==> src/rtl/rsp_pkg.sv <==
package rsp_pkg;
  typedef enum logic [3:0] {
    CP_IDLE, CP_RD, CP_RDW, CP_WR, CP_V1, CP_V1W, CP_V2, CP_V2W, CP_DONE, CP_FATAL
  } cp_state_e;
endpackage

==> src/rtl/rsp_err_window.sv <==
module rsp_err_window #(
  parameter int ACTIVE = 3,
  parameter int RW     = 2,
  parameter int CW     = 8,
  parameter int WW     = 16
) (
  input  logic              clk,
  input  logic              rst_n,
  input  logic              err_valid,
  input  logic [RW-1:0]     err_rank,
  input  logic [CW-1:0]     threshold,
  input  logic [WW-1:0]     window_len,
  input  logic [ACTIVE-1:0] retired,
  output logic              hit_valid,
  output logic [RW-1:0]     hit_rank
);
  logic [WW-1:0]     win_q;
  logic              expire;
  logic [ACTIVE-1:0] hit_vec;

  // a window closes on its last cycle; the report in that cycle opens the next count
  assign expire = ({1'b0, win_q} + 1'b1) >= {1'b0, window_len};

  always_ff @(posedge clk) begin
    if (!rst_n)      win_q <= '0;
    else if (expire) win_q <= '0;
    else             win_q <= win_q + 1'b1;
  end

  for (genvar i = 0; i < ACTIVE; i++) begin : g_rank
    logic [CW-1:0] cnt_q;
    logic [CW-1:0] base;
    logic          inc;
    assign base = expire ? '0 : cnt_q;
    assign inc  = err_valid && (err_rank == RW'(i)) && !retired[i] &&
                  (threshold != '0) && (base < threshold);
    assign hit_vec[i] = inc && ((base + CW'(1)) == threshold);
    always_ff @(posedge clk) begin
      if (!rst_n) cnt_q <= '0;
      else        cnt_q <= base + {{(CW-1){1'b0}}, inc};
    end
  end

  always_comb begin
    hit_valid = |hit_vec;
    hit_rank  = '0;
    for (int i = 0; i < ACTIVE; i++)
      if (hit_vec[i]) hit_rank = RW'(i);
  end
endmodule

==> src/rtl/rsp_copy_engine.sv <==
module rsp_copy_engine
  import rsp_pkg::*;
#(
  parameter int            RW        = 2,
  parameter int            AW        = 4,
  parameter int            DW        = 8,
  parameter int            MAX_RETRY = 3,
  parameter logic [RW-1:0] SPARE_ID  = 3
) (
  input  logic          clk,
  input  logic          rst_n,
  input  logic          start,
  input  logic [RW-1:0] start_rank,
  output logic          busy,
  output logic          done,
  output logic          fatal,
  output logic [RW-1:0] src_rank,
  output logic          mem_req_valid,
  input  logic          mem_req_ready,
  output logic          mem_req_write,
  output logic [RW-1:0] mem_req_rank,
  output logic [AW-1:0] mem_req_addr,
  output logic [DW-1:0] mem_req_wdata,
  input  logic          mem_rsp_valid,
  input  logic [DW-1:0] mem_rsp_data
);
  localparam int RTW = $clog2(MAX_RETRY + 1);

  cp_state_e      state_q;
  logic [AW-1:0]  addr_q;
  logic [DW-1:0]  copy_q, v1_q;
  logic [RTW-1:0] retry_q;
  logic [RW-1:0]  src_q;

  assign busy     = !(state_q inside {CP_IDLE, CP_DONE, CP_FATAL});
  assign done     = state_q == CP_DONE;
  assign fatal    = state_q == CP_FATAL;
  assign src_rank = src_q;

  assign mem_req_valid = state_q inside {CP_RD, CP_WR, CP_V1, CP_V2};
  assign mem_req_write = state_q == CP_WR;
  assign mem_req_rank  = (state_q inside {CP_WR, CP_V2}) ? SPARE_ID : src_q;
  assign mem_req_addr  = addr_q;
  assign mem_req_wdata = copy_q;

  always_ff @(posedge clk) begin
    if (!rst_n) begin
      state_q <= CP_IDLE;
      addr_q  <= '0;
      copy_q  <= '0;
      v1_q    <= '0;
      retry_q <= '0;
      src_q   <= '0;
    end else begin
      case (state_q)
        CP_IDLE: if (start) begin
          src_q   <= start_rank;
          addr_q  <= '0;
          retry_q <= '0;
          state_q <= CP_RD;
        end
        CP_RD:  if (mem_req_ready) state_q <= CP_RDW;
        CP_RDW: if (mem_rsp_valid) begin copy_q <= mem_rsp_data; state_q <= CP_WR; end
        CP_WR:  if (mem_req_ready) state_q <= CP_V1;
        CP_V1:  if (mem_req_ready) state_q <= CP_V1W;
        CP_V1W: if (mem_rsp_valid) begin v1_q <= mem_rsp_data; state_q <= CP_V2; end
        CP_V2:  if (mem_req_ready) state_q <= CP_V2W;
        CP_V2W: if (mem_rsp_valid) begin
          if (mem_rsp_data == v1_q) begin
            retry_q <= '0;
            if (addr_q == {AW{1'b1}}) state_q <= CP_DONE;
            else begin addr_q <= addr_q + 1'b1; state_q <= CP_RD; end
          end else if (retry_q == RTW'(MAX_RETRY)) begin
            state_q <= CP_FATAL;
          end else begin
            retry_q <= retry_q + 1'b1;
            state_q <= CP_RD;
          end
        end
        default: state_q <= state_q;
      endcase
    end
  end
endmodule

==> src/rtl/rank_spare_ctrl.sv <==
module rank_spare_ctrl #(
  parameter int ACTIVE_RANKS = 3,
  parameter int AW           = 4,
  parameter int DW           = 8,
  parameter int CNT_W        = 8,
  parameter int WIN_W        = 16,
  parameter int MAX_RETRY    = 3,
  localparam int RW          = $clog2(ACTIVE_RANKS + 1)
) (
  input  logic             clk,
  input  logic             rst_n,
  input  logic             err_valid,
  input  logic [RW-1:0]    err_rank,
  input  logic [CNT_W-1:0] threshold,
  input  logic [WIN_W-1:0] window_len,
  output logic             mem_req_valid,
  input  logic             mem_req_ready,
  output logic             mem_req_write,
  output logic [RW-1:0]    mem_req_rank,
  output logic [AW-1:0]    mem_req_addr,
  output logic [DW-1:0]    mem_req_wdata,
  input  logic             mem_rsp_valid,
  input  logic [DW-1:0]    mem_rsp_data,
  output logic             mirror_active,
  output logic [RW-1:0]    mirror_rank,
  output logic             remap_valid,
  output logic [RW-1:0]    remap_rank,
  output logic             busy,
  output logic             alarm,
  output logic             fatal
);
  localparam logic [RW-1:0] SPARE_ID = RW'(ACTIVE_RANKS);

  logic                    hit_valid;
  logic [RW-1:0]           hit_rank;
  logic [ACTIVE_RANKS-1:0] retired;
  logic                    eng_busy, eng_done, eng_fatal, eng_idle;
  logic [RW-1:0]           src_rank;
  logic                    alarm_q;

  for (genvar i = 0; i < ACTIVE_RANKS; i++) begin : g_ret
    assign retired[i] = eng_done && (src_rank == RW'(i));
  end

  rsp_err_window #(
    .ACTIVE(ACTIVE_RANKS), .RW(RW), .CW(CNT_W), .WW(WIN_W)
  ) u_win (
    .clk, .rst_n, .err_valid, .err_rank, .threshold, .window_len,
    .retired, .hit_valid, .hit_rank
  );

  assign eng_idle = !eng_busy && !eng_done && !eng_fatal;

  rsp_copy_engine #(
    .RW(RW), .AW(AW), .DW(DW), .MAX_RETRY(MAX_RETRY), .SPARE_ID(SPARE_ID)
  ) u_copy (
    .clk, .rst_n,
    .start(hit_valid && eng_idle), .start_rank(hit_rank),
    .busy(eng_busy), .done(eng_done), .fatal(eng_fatal), .src_rank,
    .mem_req_valid, .mem_req_ready, .mem_req_write, .mem_req_rank,
    .mem_req_addr, .mem_req_wdata, .mem_rsp_valid, .mem_rsp_data
  );

  // the reserve is single-use: any hit after it is claimed can only be flagged
  always_ff @(posedge clk) begin
    if (!rst_n)                       alarm_q <= 1'b0;
    else if (hit_valid && !eng_idle)  alarm_q <= 1'b1;
  end

  assign mirror_active = eng_busy;
  assign mirror_rank   = src_rank;
  assign remap_valid   = eng_done;
  assign remap_rank    = src_rank;
  assign busy          = eng_busy;
  assign alarm         = alarm_q;
  assign fatal         = eng_fatal;
endmodule

==> config.mk <==
export PLATFORM = sky130hd
export DESIGN_NAME = rank_spare_ctrl
export DESIGN_NICKNAME = d
export VERILOG_FILES = /design/src/rtl/rsp_pkg.sv /design/src/rtl/rsp_err_window.sv /design/src/rtl/rsp_copy_engine.sv /design/src/rtl/rank_spare_ctrl.sv
export SDC_FILE = /design/constraint.sdc
export NUM_CORES = 1
export LEC_CHECK = 0
export ABC_AREA = 1
export BUFFER_PORTS_ARGS = -buffer_cell sky130_fd_sc_hd__clkbuf_2
export CAP_MARGIN = 25
export CORE_MARGIN = 4
export CORE_UTILIZATION = 40
export DETAILED_ROUTE_END_ITERATION = 8
export GPL_TIMING_DRIVEN = 0
export SLEW_MARGIN = 20
export SYNTH_ARGS = -nofsm -noshare
export SYNTH_HDL_FRONTEND = slang
export SYNTH_HIERARCHICAL = 1
export SYNTH_SLANG_ARGS = --single-unit
==> constraint.sdc <==
create_clock -name clk -period 10.1 [get_ports clk]
set_clock_uncertainty 0.1 [all_clocks]
set_input_delay 3.03 -clock clk [delete_from_list [all_inputs] [get_ports clk]]
set_output_delay 3.03 -clock clk [all_outputs]
set_load 0.005 [all_outputs]
==> results of run 1 <==
## stage by stage
step,util (%),hold WS (ps),cell area [µm²]
2_1_floorplan,-,333,5490
3_3_place_gp,45.1,335,6020
3_5_place_dp,45.1,338,6020
4_1_cts,47.4,347,6320
5_1_grt,47.4,366,6320
6_report,47.4,343,6320
## flip-flops by register name, summed over array words and instances, names as in the netlist
name / flops
u_copy/state_q: 4
u_win/g_rank.cnt_q: 24
u_copy/src_rank: 2
alarm: 1
u_copy/mem_req_wdata: 8
u_copy/mem_req_addr: 4
u_copy/v1_q: 8
u_win/win_q: 16
u_copy/retry_q: 2
## synth_stat cells (all sizes together), types with 2 or more instances
cell type / n
a21oi: 57
xnor2: 10
nor3: 14
nand4: 20
nor4: 2
nor2: 127
nand2: 228
or2: 3
buf: 7
clkbuf: 6
nand3: 67
a21o: 3
o21ai: 44
inv: 171
xor2: 4
nand3b: 2
dfxtp: 69
ha: 49
## path summary, 6_finish.rpt
kind,start,to
worst max-delay path,window_len[8],u_copy/state_q[0]
worst min-delay path,u_copy/mem_req_wdata[5],u_copy/mem_req_wdata[5]
worst max register to register,u_win/win_q[0],u_copy/state_q[0]
worst min register to register,u_copy/mem_req_wdata[5],u_copy/mem_req_wdata[5]
## layout make-up
| class | instances | area (µm²) | share of cell area, % |
|---|---|---|---|
| Multi-Input combinational cell | 634 | 3390 | 53.6 |
| Sequential cell | 69 | 1380 | 21.8 |
| Inverter | 171 | 642 | 10.1 |
| Timing Repair Buffer | 63 | 315 | 4.99 |
| Clock buffer | 11 | 243 | 3.84 |
| Tap cell | 176 | 220 | 3.48 |
| Buffer | 13 | 76.3 | 1.21 |
| Clock inverter | 5 | 58.8 | 0.930 |
## power groups by stage
stage                     sequential [mW]  clock [mW]  combinational (mW)
after global routing                0.314       0.349               0.253
after floorplan                     0.315           0               0.160
after global placement              0.317           0               0.220
after CTS                           0.311       0.337               0.222
final                               0.311       0.328               0.220
after detailed placement            0.317           0               0.220
## cell families (layout without fill, tap and decap cells)
| logic type | count (synthesis) | after routing |
|---|---|---|
| buffers and inverters | 184 | 263 |
| adders and majority gates | 49 | 49 |
| AOI/OAI and AO/OA | 108 | 108 |
| and+or+nand+nor | 463 | 463 |
| DFF | 69 | 69 |
| xor gates and xnor gates | 14 | 14 |
## routing by layer
metal	GRT usage, %	vias up	share of wire (%)
li1	-	2959	-
met1	23.9	2310	49
met2	29.3	108	45
met3	3.88	12	5.1
met4	4.46	0	1.0
met5	0	-	0
## worst max-delay path, delay by kind of cell
| kind | cells | cell delay, ps |
|---|---|---|
| and+or+nand+nor | 19 | 2600 |
| AOI/OAI and AO/OA | 3 | 690 |
| adders and majority gates | 2 | 560 |
| buffers and inverters | 6 | 500 |
==> impl_metrics.csv, run 1 <==
group,metric,value,unit
sta,rsz0062_at_grt,"false",
sta,slew_violations,0,
power,powerDensity,136,nW/µm²
global_routing,antenna_found_initial,0,
clock_network,post_cts_buffers,0,
setup_path,rrSetupSlack,4030,ps
setup_path,cp-start-kind,"primary input",
setup_path,cp_slowest_cell,"a2111oi_0",
sta,layout_min_cycle_time,7270,ps
power,p_sw,0.280,mW
floorplan,io_pins,64,
power,total_power,0.858,mW
synthesis,synthSimpleGateAreaFrac,37.7,%
place,preCtsSetupSlack,2460,ps
sta,setup-tns-final,0,ps
synthesis,synth_flop_cell,"dfxtp_1",
floorplan,start_util,41.1,%
global_routing,grtUsageTotal,17.8,%
synthesis,ys_warn_count,6,
floorplan,coreArea,13300,µm²
clock_network,cts_root_buffer,"clkbuf_16",
setup_path,crit_arrival,7410,ps
synthesis,synth_seq_cells,69,
setup_path,reg2reg_depth,40,
floorplan,num_rows,42,
setup_path,end_kind,"flip-flop",
synthesis,synth_compound_area_share,10.6,%
synthesis,yosysUniqueCellTypes,38,
place,place_inst,1126,
power,seqPwrFrac,36.3,%
setup_path,crit_type,"in2reg",
synthesis,avgSynthCellArea,6.19,µm²
place,place_congestion,0.849,
detailed_routing,drt_iter0_markers,385,
finish,area_growth_syn_to_layout,15.3,%
place,place_hpwl,10700,µm
clock_network,clk_latency,340,ps
finish,layout_commonest_cell,"nand2_1",
global_routing,grt_overflow_total,0,
finish,layout_common_cells,"nand2_1, inv_1, nor2_1",
global_routing,grt_pass1_vias,4999,
power,clkPwrFrac,38.2,%
sta,setup_viol,0,
clock_network,clock_path_buffers,2,
detailed_routing,wl_per_cell,11.9,µm
sta,worst_slew_pin_slew,687,ps
clock_network,cts_hold_repair.buffers,0,
detailed_routing,ant_nets,0,
power,p_int,0.579,mW
detailed_routing,first_pass_iters,5,
sta,fmax,138,MHz
synthesis,yosysSeqAreaShare,25.2,%
power,swShare,32.6,%
finish,final_nets,1049,
power,power_frac_comb,25.6,%
synthesis,async_flop_share,0,%
synthesis,synth_edf_count,0,
clock_network,cts.clk_slew.worst_paths,60,ps
clock_network,cts_tree,"done",
setup_path,slowest_delay,400,ps
sta,slew_headroom,54.2,%
finish,n_fill_cell,1481,
synthesis,yosysTopAreaCell,"dfxtp_1",
synthesis,synth_top_family_by_area,"simple AND/OR/NAND/NOR gates",
outcome,status,"complete, no violations",
clock_network,cts-buffers-inserted,9,
floorplan,dieArea,15700,µm²
clock_network,clock-sinks,69,
synthesis,yosys.area.top_type_share,25.2,%
global_routing,grt_pass1_wl,23100,µm
sta,hold_viol,0,
detailed_routing,post-route-drc-count,0,
power,leakage,3.30,nW
power,ir_worst_vdd,0.0921,mV
synthesis,synthAdderAreaFrac,11.2,%
detailed_routing,vias_per_cell,4.72,
finish,final_cells,1142,
clock_network,cts_resized,0,
synthesis,synth.net_count,975,
detailed_routing,vias,5389,
finish,drive_gt1_share,13.1,%
hold_path,hold_depth,2,
detailed_routing,wirelength,13600,µm
place,port_buffers,63,
synthesis,synthMuxAreaShare,0,%
global_routing,grt_max_degree,13,
job,cap_viol_max_count,0,
clock_network,cts_max_level,3,
hold_path,hp-class,"reg2reg",
synthesis,synthesis.area,5490,µm²
finish,antennaDiodeCount,0,
setup_path,cp.required,10240,ps
floorplan,die_w,125,µm
sta,timing.final.crit_share,72.0,%
synthesis,synth-xor-area-share,2.23,%
synthesis,synthCells,887,
synthesis,ys_top_cells_by_area,"dfxtp_1, nand2_1, inv_1",
floorplan,chipHeight,125,µm
sta,fin_ws,2830,ps
setup_path,path_max_fanout,10,
Note: power is estimated with default switching activity, not from simulation.
==> inputs of run 2 (changes only) <==
==> constraint.sdc (replaced) <==
create_clock -name clk -period 6.8 [get_ports clk]
set_clock_uncertainty 0.1 [all_clocks]
set_input_delay 2.04 -clock clk [delete_from_list [all_inputs] [get_ports clk]]
set_output_delay 2.04 -clock clk [all_outputs]
set_load 0.005 [all_outputs]
==> run 2 against run 1 <==
  * Non-clock buffer count unchanged
  * Critical path depth unchanged
  * Via count increased by 0.15%
  * Power increased by 49%
  * Sequential share of layout area about the same
  * Core utilization about the same
  * Clock-buffer cell count unchanged
  * Global-route usage unchanged
  * Sequential power increased by 49%
  * First-iteration DRC count decreased by 12%
  * Register-to-register slack got worse by 3300 ps
  * Largest cell class unchanged
==> impl_metrics.csv, run 2 (same netlist as run 1, synthesis figures left out) <==
group,metric,value,unit
outcome,status,"complete, no violations",
setup_path,reg2reg_depth,40,
setup_path,path_max_fanout,10,
power,p_int,0.860,mW
job,cap_viol_max_count,0,
hold_path,hp-class,"reg2reg",
sta,layout_min_cycle_time,6290,ps
place,place_hpwl,10700,µm
detailed_routing,vias,5397,
detailed_routing,ant_nets,0,
sta,worst_slew_pin_slew,691,ps
clock_network,cts_tree,"done",
clock_network,cts_hold_repair.buffers,0,
global_routing,antenna_found_initial,0,
setup_path,crit_type,"in2reg",
finish,final_nets,1049,
finish,stdcell_area,6330,µm²
finish,area_growth_syn_to_layout,15.3,%
clock_network,cts-buffers-inserted,9,
sta,slew_violations,0,
power,swShare,32.6,%
clock_network,cts.clk_slew.worst_paths,60,ps
floorplan,dieArea,15700,µm²
finish,drive_gt1_share,13.1,%
place,place_congestion,0.849,
sta,fmax,159,MHz
power,powerDensity,202,nW/µm²
hold_path,hp-start,"u_copy/mem_req_wdata[5]",
sta,timing.final.crit_share,92.5,%
setup_path,rrSetupSlack,780,ps
detailed_routing,wl_per_cell,11.9,µm
setup_path,crit_arrival,6430,ps
floorplan,coreArea,13300,µm²
setup_path,slowest_delay,400,ps
floorplan,die_w,125,µm
finish,multi_input_area,3390,µm²
finish,largest_register_ffs,24,
setup_path,critical_path.top_delay_family,"simple AND/OR/NAND/NOR gates",
power,leakage,3.30,nW
floorplan,num_rows,42,
detailed_routing,wirelength,13600,µm
setup_path,end_kind,"flip-flop",
sta,worst_hold_slack,343,ps
finish,antennaDiodeCount,0,
setup_path,r2r-start,"u_win/win_q[0]",
sta,hold_viol,0,
clock_network,clock_path_buffers,2,
finish,layout_commonest_cell,"nand2_1",
hold_path,hold_depth,2,
global_routing,grt_max_degree,13,
setup_path,cp-start-kind,"primary input",
place,port_buffers,63,
hold_path,hold_end,"u_copy/mem_req_wdata[5]",
place,dpl_cell_area,6020,µm²
finish,seq_area,1380,µm²
clock_network,cts_root_buffer,"clkbuf_16",
detailed_routing,post-route-drc-count,0,
power,clkPwrFrac,38.2,%
sta,setup_viol,0,
floorplan,start_util,41.1,%
finish,regMostFlops,"u_win/g_rank.cnt_q",
power,p_sw,0.416,mW
floorplan,io_pins,64,
detailed_routing,drt_iter0_markers,338,
finish,largestRegisters,"u_win/g_rank.cnt_q x24, u_win/win_q x16",
detailed_routing,vias_per_cell,4.73,
detailed_routing,first_pass_iters,5,
finish,utilization,47.4,%
finish,n_fill_cell,1481,
sta,slew_headroom,53.9,%
floorplan,chipHeight,125,µm
global_routing,grt_pass1_wl,23100,µm
setup_path,cp.required,6940,ps
sta,setup-tns-final,0,ps
clock_network,cts_max_level,3,
power,power_frac_comb,25.6,%
setup_path,reg2reg_to,"u_copy/state_q[0]",
finish,layout_common_cells,"nand2_1, inv_1, nor2_1",
clock_network,clock-sinks,69,
clock_network,clk_latency,340,ps
power,seqPwrFrac,36.2,%
global_routing,grt_overflow_total,0,
global_routing,grtUsageTotal,17.8,%
global_routing,grt_pass1_vias,4999,
setup_path,path_buf_inv,6,
setup_path,cp_slowest_cell,"a2111oi_0",
sta,rsz0062_at_grt,"false",
power,ir_worst_vdd,0.138,mV
[run 2: cell counts in the layout (fill, tap and decap cells not counted)]
No cell type changed its count.
[run 2: repair_timing]
item                       4_1_cts  5_1_grt
resized for setup                0        1
setup endpoints to repair        0        2
buffers inserted                 0        0
[run 2: how the worst max path moves through the flow]
stage                              from  slack (ps)                end  cells after the start
final                     window_len[8]         510  u_copy/state_q[0]                     30
after floorplan           window_len[8]        1160  u_copy/state_q[0]                     29
after global placement    window_len[8]         170  u_copy/state_q[0]                     30
after CTS                 window_len[8]         500  u_copy/state_q[0]                     30
after detailed placement  window_len[8]         150  u_copy/state_q[0]                     30
after global routing      window_len[8]          10  u_copy/state_q[0]                     30
[run 2: power groups by stage]
stage | logic, mW | clock network [mW] | registers [mW]
floorplan | 0.238 | 0 | 0.468
detailed placement | 0.327 | 0 | 0.471
CTS | 0.329 | 0.501 | 0.462
finish | 0.326 | 0.487 | 0.462
global placement | 0.327 | 0 | 0.471
global route | 0.376 | 0.518 | 0.466
[run 2: stage by stage]
stage / power [mW] / instances / setup WS (ps)
2_1_floorplan: 0.705 / 887 / 1160
3_3_place_gp: 0.797 / 1126 / 169
3_5_place_dp: 0.798 / 1126 / 150
4_1_cts: 1.29 / 1142 / 505
5_1_grt: 1.36 / 1142 / 12.1
6_report: 1.28 / 1142 / 511
[run 2: layout make-up]
cell class | count | area share [%]
Timing Repair Buffer | 63 | 4.98
Multi-Input combinational cell | 634 | 53.6
Buffer | 13 | 1.21
Clock buffer | 11 | 3.83
Clock inverter | 5 | 0.929
Sequential cell | 69 | 21.8
Tap cell | 176 | 3.48
Inverter | 171 | 10.1
[run 2: metal layers]
metal,track usage [%],up-vias,share of wire [%]
li1,-,2954,-
met1,23.9,2324,50
met2,29.3,109,45
met3,3.88,10,4.7
met4,4.46,0,0.86
met5,0,-,0
[run 2: worst register-to-register path: cells and delay by family (launching register included)]
| family | cells | cell delay [ps] |
|---|---|---|
| simple gates | 26 | 3340 |
| fa+ha+maj | 2 | 560 |
| xor+xnor | 1 | 160 |
| buf+inv | 8 | 710 |
| compound gates | 3 | 690 |
| flops | 1 | 370 |
